<file path="src/rtl/tworail_eq_cmp.sv">
module tworail_eq_cmp #(
  parameter int W = 12
) (
  input  logic [W-1:0] word_a,
  input  logic [W-1:0] word_b,
  input  logic         inject,
  output logic [1:0]   rail,
  output logic         mismatch
);
  localparam int LVL = $clog2(W);
  localparam int P   = 1 << LVL;

  logic [W-1:0] a_cmp;
  assign a_cmp = word_a ^ {{(W-1){1'b0}}, inject};

  genvar l, j;
  for (l = 0; l <= LVL; l++) begin : g_lvl
    localparam int M = P >> l;
    logic [M-1:0] z0, z1;
    if (l == 0) begin : g_leaf
      for (j = 0; j < M; j++) begin : g_bit
        if (j < W) begin : g_real
          assign z0[j] = a_cmp[j];
          assign z1[j] = ~word_b[j];
        end else begin : g_pad
          assign z0[j] = 1'b0;
          assign z1[j] = 1'b1;
        end
      end
    end else begin : g_node
      for (j = 0; j < M; j++) begin : g_cell
        assign z0[j] = (g_lvl[l-1].z0[2*j] & g_lvl[l-1].z0[2*j+1])
                     | (g_lvl[l-1].z1[2*j] & g_lvl[l-1].z1[2*j+1]);
        assign z1[j] = (g_lvl[l-1].z0[2*j] & g_lvl[l-1].z1[2*j+1])
                     | (g_lvl[l-1].z1[2*j] & g_lvl[l-1].z0[2*j+1]);
      end
    end
  end

  assign rail     = {g_lvl[LVL].z0[0], g_lvl[LVL].z1[0]};
  assign mismatch = ~(rail[1] ^ rail[0]);

  always_comb begin
    if (!inject && (word_a == word_b))
      assert_match_clean_R1: assert (rail[1] != rail[0] && !mismatch);
    if ((word_a ^ {{(W-1){1'b0}}, inject}) != word_b)
      assert_diff_noncode_R2: assert (rail[1] == rail[0]);
    if (inject && (word_a == word_b))
      assert_inject_flags_R3: assert (mismatch);
    assert_flag_tracks_words_R4: assert (mismatch == ((word_a ^ {{(W-1){1'b0}}, inject}) != word_b));
  end
endmodule

</file>
<file path="config.mk">
export PLATFORM = sky130hd
export DESIGN_NAME = tworail_eq_cmp
export DESIGN_NICKNAME = d
export VERILOG_FILES = /design/src/rtl/tworail_eq_cmp.sv
export SDC_FILE = /design/constraint.sdc
export NUM_CORES = 1
export LEC_CHECK = 0
export ABC_AREA = 0
export BUFFER_PORTS_ARGS = -buffer_cell sky130_fd_sc_hd__buf_2
export CAP_MARGIN = 20
export CORE_AREA = 2 2 39 41
export DETAILED_ROUTE_END_ITERATION = 10
export DIE_AREA = 0 0 41 43
export MAX_ROUTING_LAYER = met4
export SYNTH_ARGS = -nofsm -noshare
export SYNTH_HDL_FRONTEND = slang
export SYNTH_SLANG_ARGS = --single-unit
</file>
<file path="constraint.sdc">
create_clock -name vclk -period 2.1
set_clock_uncertainty 0.2 [all_clocks]
set_input_delay 0.42 -clock vclk [all_inputs]
set_output_delay 0.42 -clock vclk [all_outputs]
set_load 0.01 [all_outputs]
</file>
==> results of run 1 <==
worst min path at each step:
stage | end | slack [ns] | from | cells past startpoint
after floorplan | rail[0] | 0.81 | word_b[1] | 2
after global placement | rail[0] | 0.93 | word_b[1] | 3
after detailed placement | rail[0] | 0.93 | word_b[1] | 3
after CTS | rail[0] | 0.94 | word_b[1] | 3
after global routing | rail[0] | 0.97 | word_b[1] | 3
final | rail[0] | 0.94 | word_b[1] | 3
layout make-up:
cell class / instances / area, um2 / area share
Tap cell: 16 / 20.0 / 0.0295
Multi-Input combinational cell: 42 / 455 / 0.670
Inverter: 5 / 18.8 / 0.0276
Timing Repair Buffer: 31 / 185 / 0.273
cells in the final DEF (no fill, tap or decap):
cell	n
a21oi_1	1
a22oi_2	4
and2_4	2
buf_2	25
buf_4	3
buf_6	2
buf_8	1
inv_1	5
nand2_1	1
nand2_2	3
nor2_2	1
nor2_4	1
nor2b_4	8
o2111ai_1	1
o21ai_1	1
o21ai_2	3
o22a_1	1
o22ai_1	1
o22ai_2	6
o2bb2ai_1	2
o2bb2ai_2	1
o2bb2ai_4	1
xnor2_1	2
xor2_1	1
xor2_2	1
worst max-delay path: cells and delay by family:
family	cells	cell delay [ns]
AO/OA/AOI/OAI	4	0.62
buffers and inverters	2	0.24
AND/OR/NAND/NOR	2	0.25
power by group:
group	internal [mW]	switching (mW)	total, mW	leakage [nW]
logic	0.0906	0.0822	0.173	0.332
registers	0	0	0	0
clock network	0	0	0	0
layer usage:
layer  wire length (um)  GRT usage  share of wire  vias up
li1                   -          -              -      239
met5                  0          -              0        -
met1                381      0.130           0.36      216
met4                  0          0              0        0
met2                619      0.263           0.58       17
met3                 64          0          0.060        0
cells by family (layout without fill, tap and decap cells):
group,after synthesis,after routing,share of synthesized area
xor+xnor,4,4,0.103
buf+inv,7,36,0.0993
compound gates,22,22,0.504
simple gates,16,16,0.294
per-stage QoR:
step                TNS [ns]  hold slack, ns
finish                -0.123           0.943
global route          -0.371           0.967
CTS                  -0.0474           0.945
detailed placement    -0.176           0.933
global placement      -0.118           0.928
floorplan                  0           0.807
repair_timing:
action | in CTS | in global routing
hold buffers | 0 | 0
endpoints found under the setup margin | 2 | 3
setup buffers | 3 | 0
gates resized for setup | 27 | 9
pin swaps | 16 | 5
==> metrics.txt, run 1 <==
Chip Height between 40 and 50 um; Post-synth top cells nor2b_1 (7), o22ai_1 (7), inv_1 (5); Synthesis Warnings 0; status finished with violations; leakage 0.332 nW; Routed WL 1070 um; layout net count 105; clock buf count 0; Final Slew Violations 0; Diodes inserted 0; initial antenna violation count 0; failing checks setup timing; Worst Setup SP word_a[11]; GPL Wtd Cong 0.594; largest net degree at the start of global routing 5; Area growth syn-to-layout 99.6%; Seq cells 0; peak supply drop 0.107 mV; Pwr Total 173 uW; share of post-route cells with drive strength above 1 0.795; Port Buffers 28; Synth top area share 0.147; Syn Area/Cell 6.95 um2; DRT antenna net count 0; Placement Setup Slack -0.0937 ns; Seq/Total Area, Yosys 0; synthesized area 340 um2; initial core utilization 0.246; Tot GR Track Use 0.128; first-pass GRT wire length 1680 um; fillcell total 147; WL/cell roughly 11 um; crit path capture rail[1]; Util after Layout 0.491; Slew @ Worst Pin 0.244 ns; fmax roughly 460 MHz; critical path type in -> out; RSZ-0062 raised after global routing yes; Rel. slew slack 0.838; design area 679 um2; dpl hpwl 700 um; Worst path most repeated cell buf_2; crit path time final 2.16 ns; Site Rows 14; CP peak stage delay 0.21 ns; worst hold path type in -> out; synth unique cells 17; Mapped Nets 74; fin cells between 90 and 100; Die Area roughly 1800 um2; CP endpoint kind output port; Mapped Cells 49; vias in the first global route 476; core area 1380 um2; chip width between 40 and 50 um; Final Hold Viols 0; Inst Count DP 91; IO Pins 28; vias ~470; FF+latch area 0 um2; Critical Path Slowest Stage Cell a22oi_2; critical path, cell by cell buf_2, nor2b_4, o22ai_1, nand2_1, a22oi_2, o22ai_2, o2bb2ai_1, buf_2; final setup margin -0.0639 ns; Worst Path Arrival ~1.5 ns; Vias per Instance 5.02; final period utilization 1.03; Critical Path RT 1.48 ns; final setup violation count 3; post-synth top area cell a22oi_2; First-pass DRT Iterations 1; CP max FO 3; Pwr Density 254 nW/um2; DRC 0; synth top area cells a22oi_2 (15%), nor2b_1 (13%), o22ai_1 (13%), o2bb2ai_1 (10%), o21ai_1 (5.9%); placed instance area 485 um2; initial DRC count 0; CP startpoint kind input pin; max-cap check violation count 0; Remaining Overflow, GRT 0
Note: power is estimated with default switching activity, not from simulation.
==> inputs of run 2 (changes only) <==
- SETUP_SLACK_MARGIN: unset -> 0.2
==> run 2 against run 1 <==
Compared with the run above: the flow still finishes with violations (setup timing); hold slack worse by 0.016 ns; combinational power increased by 11%; first-iteration DRC count increased by 4; global-route usage is 2.3 points lower; via count up 1.9%; final cell count up 2.1%.
==> metrics.txt, run 2 (same netlist as run 1, synthesis figures left out) <==
status finished with violations; failing checks setup timing; vias 481 (+1.9%); CP endpoint kind output port; max-cap check violation count 0 (unchanged); Die Area 1760 um2 (unchanged); setup tns final -0.0731 ns (+0.0498 ns); hold path depth 3 (unchanged); IO Pins 28 (unchanged); Critical Path RT 1.48 ns (about the same); Pwr Total 192 uW (+11%); Top Family by Delay on Critical Path compound AO/OA/AOI/OAI gates; FF+latch area 0 um2 (unchanged); Routed WL 977 um (-8.3%); final hold slack 0.927 ns (-0.0156 ns); final setup margin -0.0403 ns (+0.0237 ns); final setup violation count 2 (-1); DRT antenna net count 0 (unchanged); hold bufs inserted after CTS 0 (unchanged); Worst Path Arrival 1.52 ns (-0.02 ns); GPL Wtd Cong 0.693 (+17%); CP max FO 3 (unchanged); CP peak stage delay 0.23 ns (+0.02 ns); Buf/Inv on CP 2 (unchanged); Rel. slew slack 0.835 (-0.00235); initial core utilization 0.246 (unchanged); Final Slew Violations 0 (unchanged); HP Start word_b[1]; Diodes inserted 0 (unchanged); critical path, cell by cell buf_6, nor2b_4, o22ai_2, nand2_2, a22oi_2, o22ai_2, o2bb2ai_1, buf_2; worst hold path type in -> out; Slew @ Worst Pin 0.247 ns (+0.00352 ns); Seq cells 0 (unchanged); Remaining Overflow, GRT 0 (unchanged); WL/cell 10.2 um (-10%); fillcell total 123 (-16%); commonest non-fill, non-tap cells in the layout buf_2 (22), nor2b_4 (8), buf_6 (7); DRC 0 (unchanged); Area growth syn-to-layout 117%; crit path time final 2.14 ns (-0.0237 ns); clock buf count 0 (unchanged); largest net degree at the start of global routing 4 (-1); chip width 41 um (unchanged); Port Buffers 28 (unchanged); initial DRC count 4 (+4); first-pass GRT wire length 1390 um (-17%); RSZ-0062 raised after global routing yes; Hold Path End rail[0]; Vias per Instance 5.01 (-0.22%); Chip Height 43 um (unchanged); Critical Path Slowest Stage Cell a22oi_2; peak supply drop 0.116 mV (+8.4%); Pwr Density 261 nW/um2 (+2.4%); commonest non-fill, non-tap cell in the layout buf_2; layout net count 107 (+1.9%); leakage 0.351 nW (+5.9%); fmax 467 MHz (+1.1%); Site Rows 14 (unchanged); First-pass DRT Iterations 4 (+3); core area 1380 um2 (unchanged); Tot GR Track Use 0.105 (-0.0226); dpl hpwl 758 um (+8.3%); Worst path most repeated cell o22ai_2; vias in the first global route 401 (-16%); initial antenna violation count 0 (unchanged); critical path type in -> out; share of post-route cells with drive strength above 1 0.875 (+0.0801); Final Hold Viols 0 (unchanged); CP startpoint kind input pin; final period utilization 1.02 (-0.0113)
==> run 2: through the flow <==
stage | utilization | setup WS, ns | cell area [um2] | std cells
floorplan | - | 0.136 | 379 | 49
global placement | 0.390 | -0.0222 | 539 | 93
detailed placement | 0.390 | -0.0637 | 539 | 93
CTS | 0.455 | -0.0282 | 629 | 95
global route | 0.533 | -0.110 | 738 | 96
finish | 0.533 | -0.0403 | 738 | 96
==> run 2: how the worst max path moves through the flow <==
stage,depth (start not counted),start,end
after floorplan,7,word_a[10],rail[0]
final,8,word_a[4],rail[1]
after detailed placement,8,word_b[10],rail[1]
after CTS,8,word_a[4],rail[1]
after global routing,8,word_a[4],rail[0]
after global placement,8,word_a[11],rail[1]
==> run 2: repair_timing <==
| item | in CTS | in global routing |
|---|---|---|
| gates cloned | 0 | 0 |
| setup buffers | 2 | 1 |
| hold endpoints to repair | 0 | 0 |
| setup endpoints to repair | 3 | 3 |
| pin swaps | 14 | 10 |
| resized for setup | 15 | 22 |
==> run 2: area by class of cell <==
| type | count | area (um2) | area share |
|---|---|---|---|
| Multi-Input combinational cell | 42 | 478 | 0.647 |
| Timing Repair Buffer | 33 | 219 | 0.297 |
| Inverter | 5 | 21.3 | 0.0288 |
| Tap cell | 16 | 20.0 | 0.0271 |
==> run 2: power by group <==
part | total, mW | switching [mW] | internal [mW] | leakage, nW
registers | 0 | 0 | 0 | 0
clock network | 0 | 0 | 0 | 0
logic | 0.192 | 0.0882 | 0.104 | 0.351
==> run 2: layer usage <==
layer | global-route usage | routed length (um) | vias to the layer above
met4 | 0 | 0 | 0
met1 | 0.127 | 377 | 228
li1 | - | - | 243
met5 | - | 0 | -
met3 | 0 | 35 | 0
met2 | 0.197 | 564 | 10
==> inputs of run 3 (changes only) <==
--- a/config.mk
+++ b/config.mk
@@ -9,7 +9,7 @@
 export BUFFER_PORTS_ARGS = -buffer_cell sky130_fd_sc_hd__buf_2
 export CAP_MARGIN = 20
-export CORE_AREA = 2 2 39 41
+export CORE_AREA = 4 4 41 43
 export DETAILED_ROUTE_END_ITERATION = 10
-export DIE_AREA = 0 0 41 43
+export DIE_AREA = 0 0 45 47
 export MAX_ROUTING_LAYER = met4
 export SETUP_SLACK_MARGIN = 0.2
==> constraint.sdc (replaced) <==
create_clock -name vclk -period 2.1
set_clock_uncertainty 0.2 [all_clocks]
set_input_delay 0.21 -clock vclk [all_inputs]
set_output_delay 0.21 -clock vclk [all_outputs]
set_load 0.01 [all_outputs]
==> run 3 against run 2 <==
Compared with the run above: the run now ends clean; fmax is 22% higher; combinational power is 38% lower; core utilization is 16 points lower; critical endpoint unchanged.
==> metrics.txt, run 3 (same netlist as run 1, synthesis figures left out) <==
status completed; CP endpoint kind output port; Site Rows 13 (-1); Worst Path Arrival 1.34 ns (-0.18 ns); setup bufs post-CTS 0 (-2); CP startpoint kind input pin; critical path, cell by cell buf_2, nor2b_1, o22ai_1, nand2_2, a22oi_2, o22ai_1, o2bb2ai_1, buf_2; WL/cell 8.84 um (-13%); Chip Height 47 um (+9.3%); Final Slew Violations 0 (unchanged); hold bufs inserted after CTS 0 (unchanged); NetSw 60.0 uW (-32%); peak supply drop 0.0973 mV (-16%); First-pass DRT Iterations 2 (-2); max-cap check violation count 0 (unchanged); Critical Path RT 1.69 ns (+0.21 ns); initial DRC count 7 (+3); Area growth syn-to-layout 42.3%; Buf/Inv on CP 2 (unchanged); placed instance area 484 um2 (-10%); initial antenna violation count 0 (unchanged); CP max FO 4 (+1); Pwr Density 248 nW/um2 (-4.8%); DRC 0 (unchanged); switching part of the total 0.500 (+0.0413); setup tns final 0 ns (+0.0731 ns); fmax 572 MHz (+22%); Slew @ Worst Pin 0.284 ns (+0.0367 ns); first-pass GRT wire length 1360 um (-1.9%); share of post-route cells with drive strength above 1 0.480 (-0.395); Vias per Instance 4.89 (-2.4%); commonest non-fill, non-tap cells in the layout buf_2 (28), nor2b_1 (7), o22ai_1 (7); chip width 45 um (+9.8%); Routed WL 796 um (-19%); DRT antenna net count 0 (unchanged); GPL Wtd Cong 0.688 (-0.78%); worst hold path type in -> out; largest net degree at the start of global routing 5 (+1); final period utilization 0.832 (-0.187); Diodes inserted 0 (unchanged); Post-CTS Resized 0 (-15); FF+latch area 0 um2 (unchanged); internal power 60.1 uW (-42%); clock buf count 0 (unchanged); Seq cells 0 (unchanged); Worst Setup SP word_a[6]; design area 484 um2 (-34%); Final Hold Viols 0 (unchanged); fin cells 90 (-6.3%); crit path time final 1.75 ns (-0.392 ns); leakage 0.234 nW (-33%); final setup violation count 0 (-2); Tot GR Track Use 0.0804 (-0.0250); Pwr Total 120 uW (-38%); Port Buffers 28 (unchanged); initial core utilization 0.262 (+0.0156); Critical Path Slowest Stage Cell a22oi_2; commonest non-fill, non-tap cell in the layout buf_2; layout net count 102 (-4.7%); clock share of power 0 (unchanged); IO Pins 28 (unchanged); Reg power frac 0 (unchanged); CP peak stage delay 0.21 ns (-0.02 ns); RSZ-0062 raised after global routing no; HP Start word_b[1]; vias in the first global route 379 (-5.5%); core area 1300 um2 (-6.0%); vias 440 (-8.5%); Remaining Overflow, GRT 0 (unchanged); critical path type in -> out; Comb power frac 1.000 (about the same); Inst Count DP 90 (-3.2%); Die Area 2120 um2 (+20%); Top Family by Delay on Critical Path compound AO/OA/AOI/OAI gates; Rel. slew slack 0.811 (-0.0245)
## run 3: layer usage
layer,vias to the layer above,GRT usage,share of wire
met4,0,0,0
met1,183,0.117,0.45
li1,238,-,-
met3,0,0.00383,0.12
met5,-,-,0
met2,19,0.130,0.43
## run 3: area by class of cell
| class | instances | area (um2) |
|---|---|---|
| well taps | 15 | 18.8 |
| inverters | 5 | 18.8 |
| repair buffers | 28 | 140 |
| multi-input cells | 42 | 307 |
| fillers | 156 | 817 |
## run 3: final timing paths
| check | slack [ns] | to | depth (start not counted) |
|---|---|---|---|
| hold / removal | 0.51 | rail[0] | 3 |
| setup / recovery | 0.35 | rail[1] | 8 |
## run 3: power groups by stage
stage	logic, mW	clock network, mW	registers, mW
after global placement	0.119	0	0
final	0.120	0	0
after detailed placement	0.121	0	0
after floorplan	0.0862	0	0
after global routing	0.137	0	0
after CTS	0.122	0	0
## run 3: tightest hold or removal path, stage by stage
cell       delay [ns]
buf_2            0.10
o2bb2ai_1        0.06
buf_2            0.13
## run 3: per-stage QoR
| step | hold WS, ns | worst slack, ns | util |
|---|---|---|---|
| after global routing | 0.533 | 0.235 | 0.372 |
| final | 0.511 | 0.352 | 0.372 |
| after global placement | 0.507 | 0.350 | 0.372 |
| after floorplan | 0.387 | 0.530 | - |
| after CTS | 0.512 | 0.343 | 0.372 |
| after detailed placement | 0.510 | 0.346 | 0.372 |
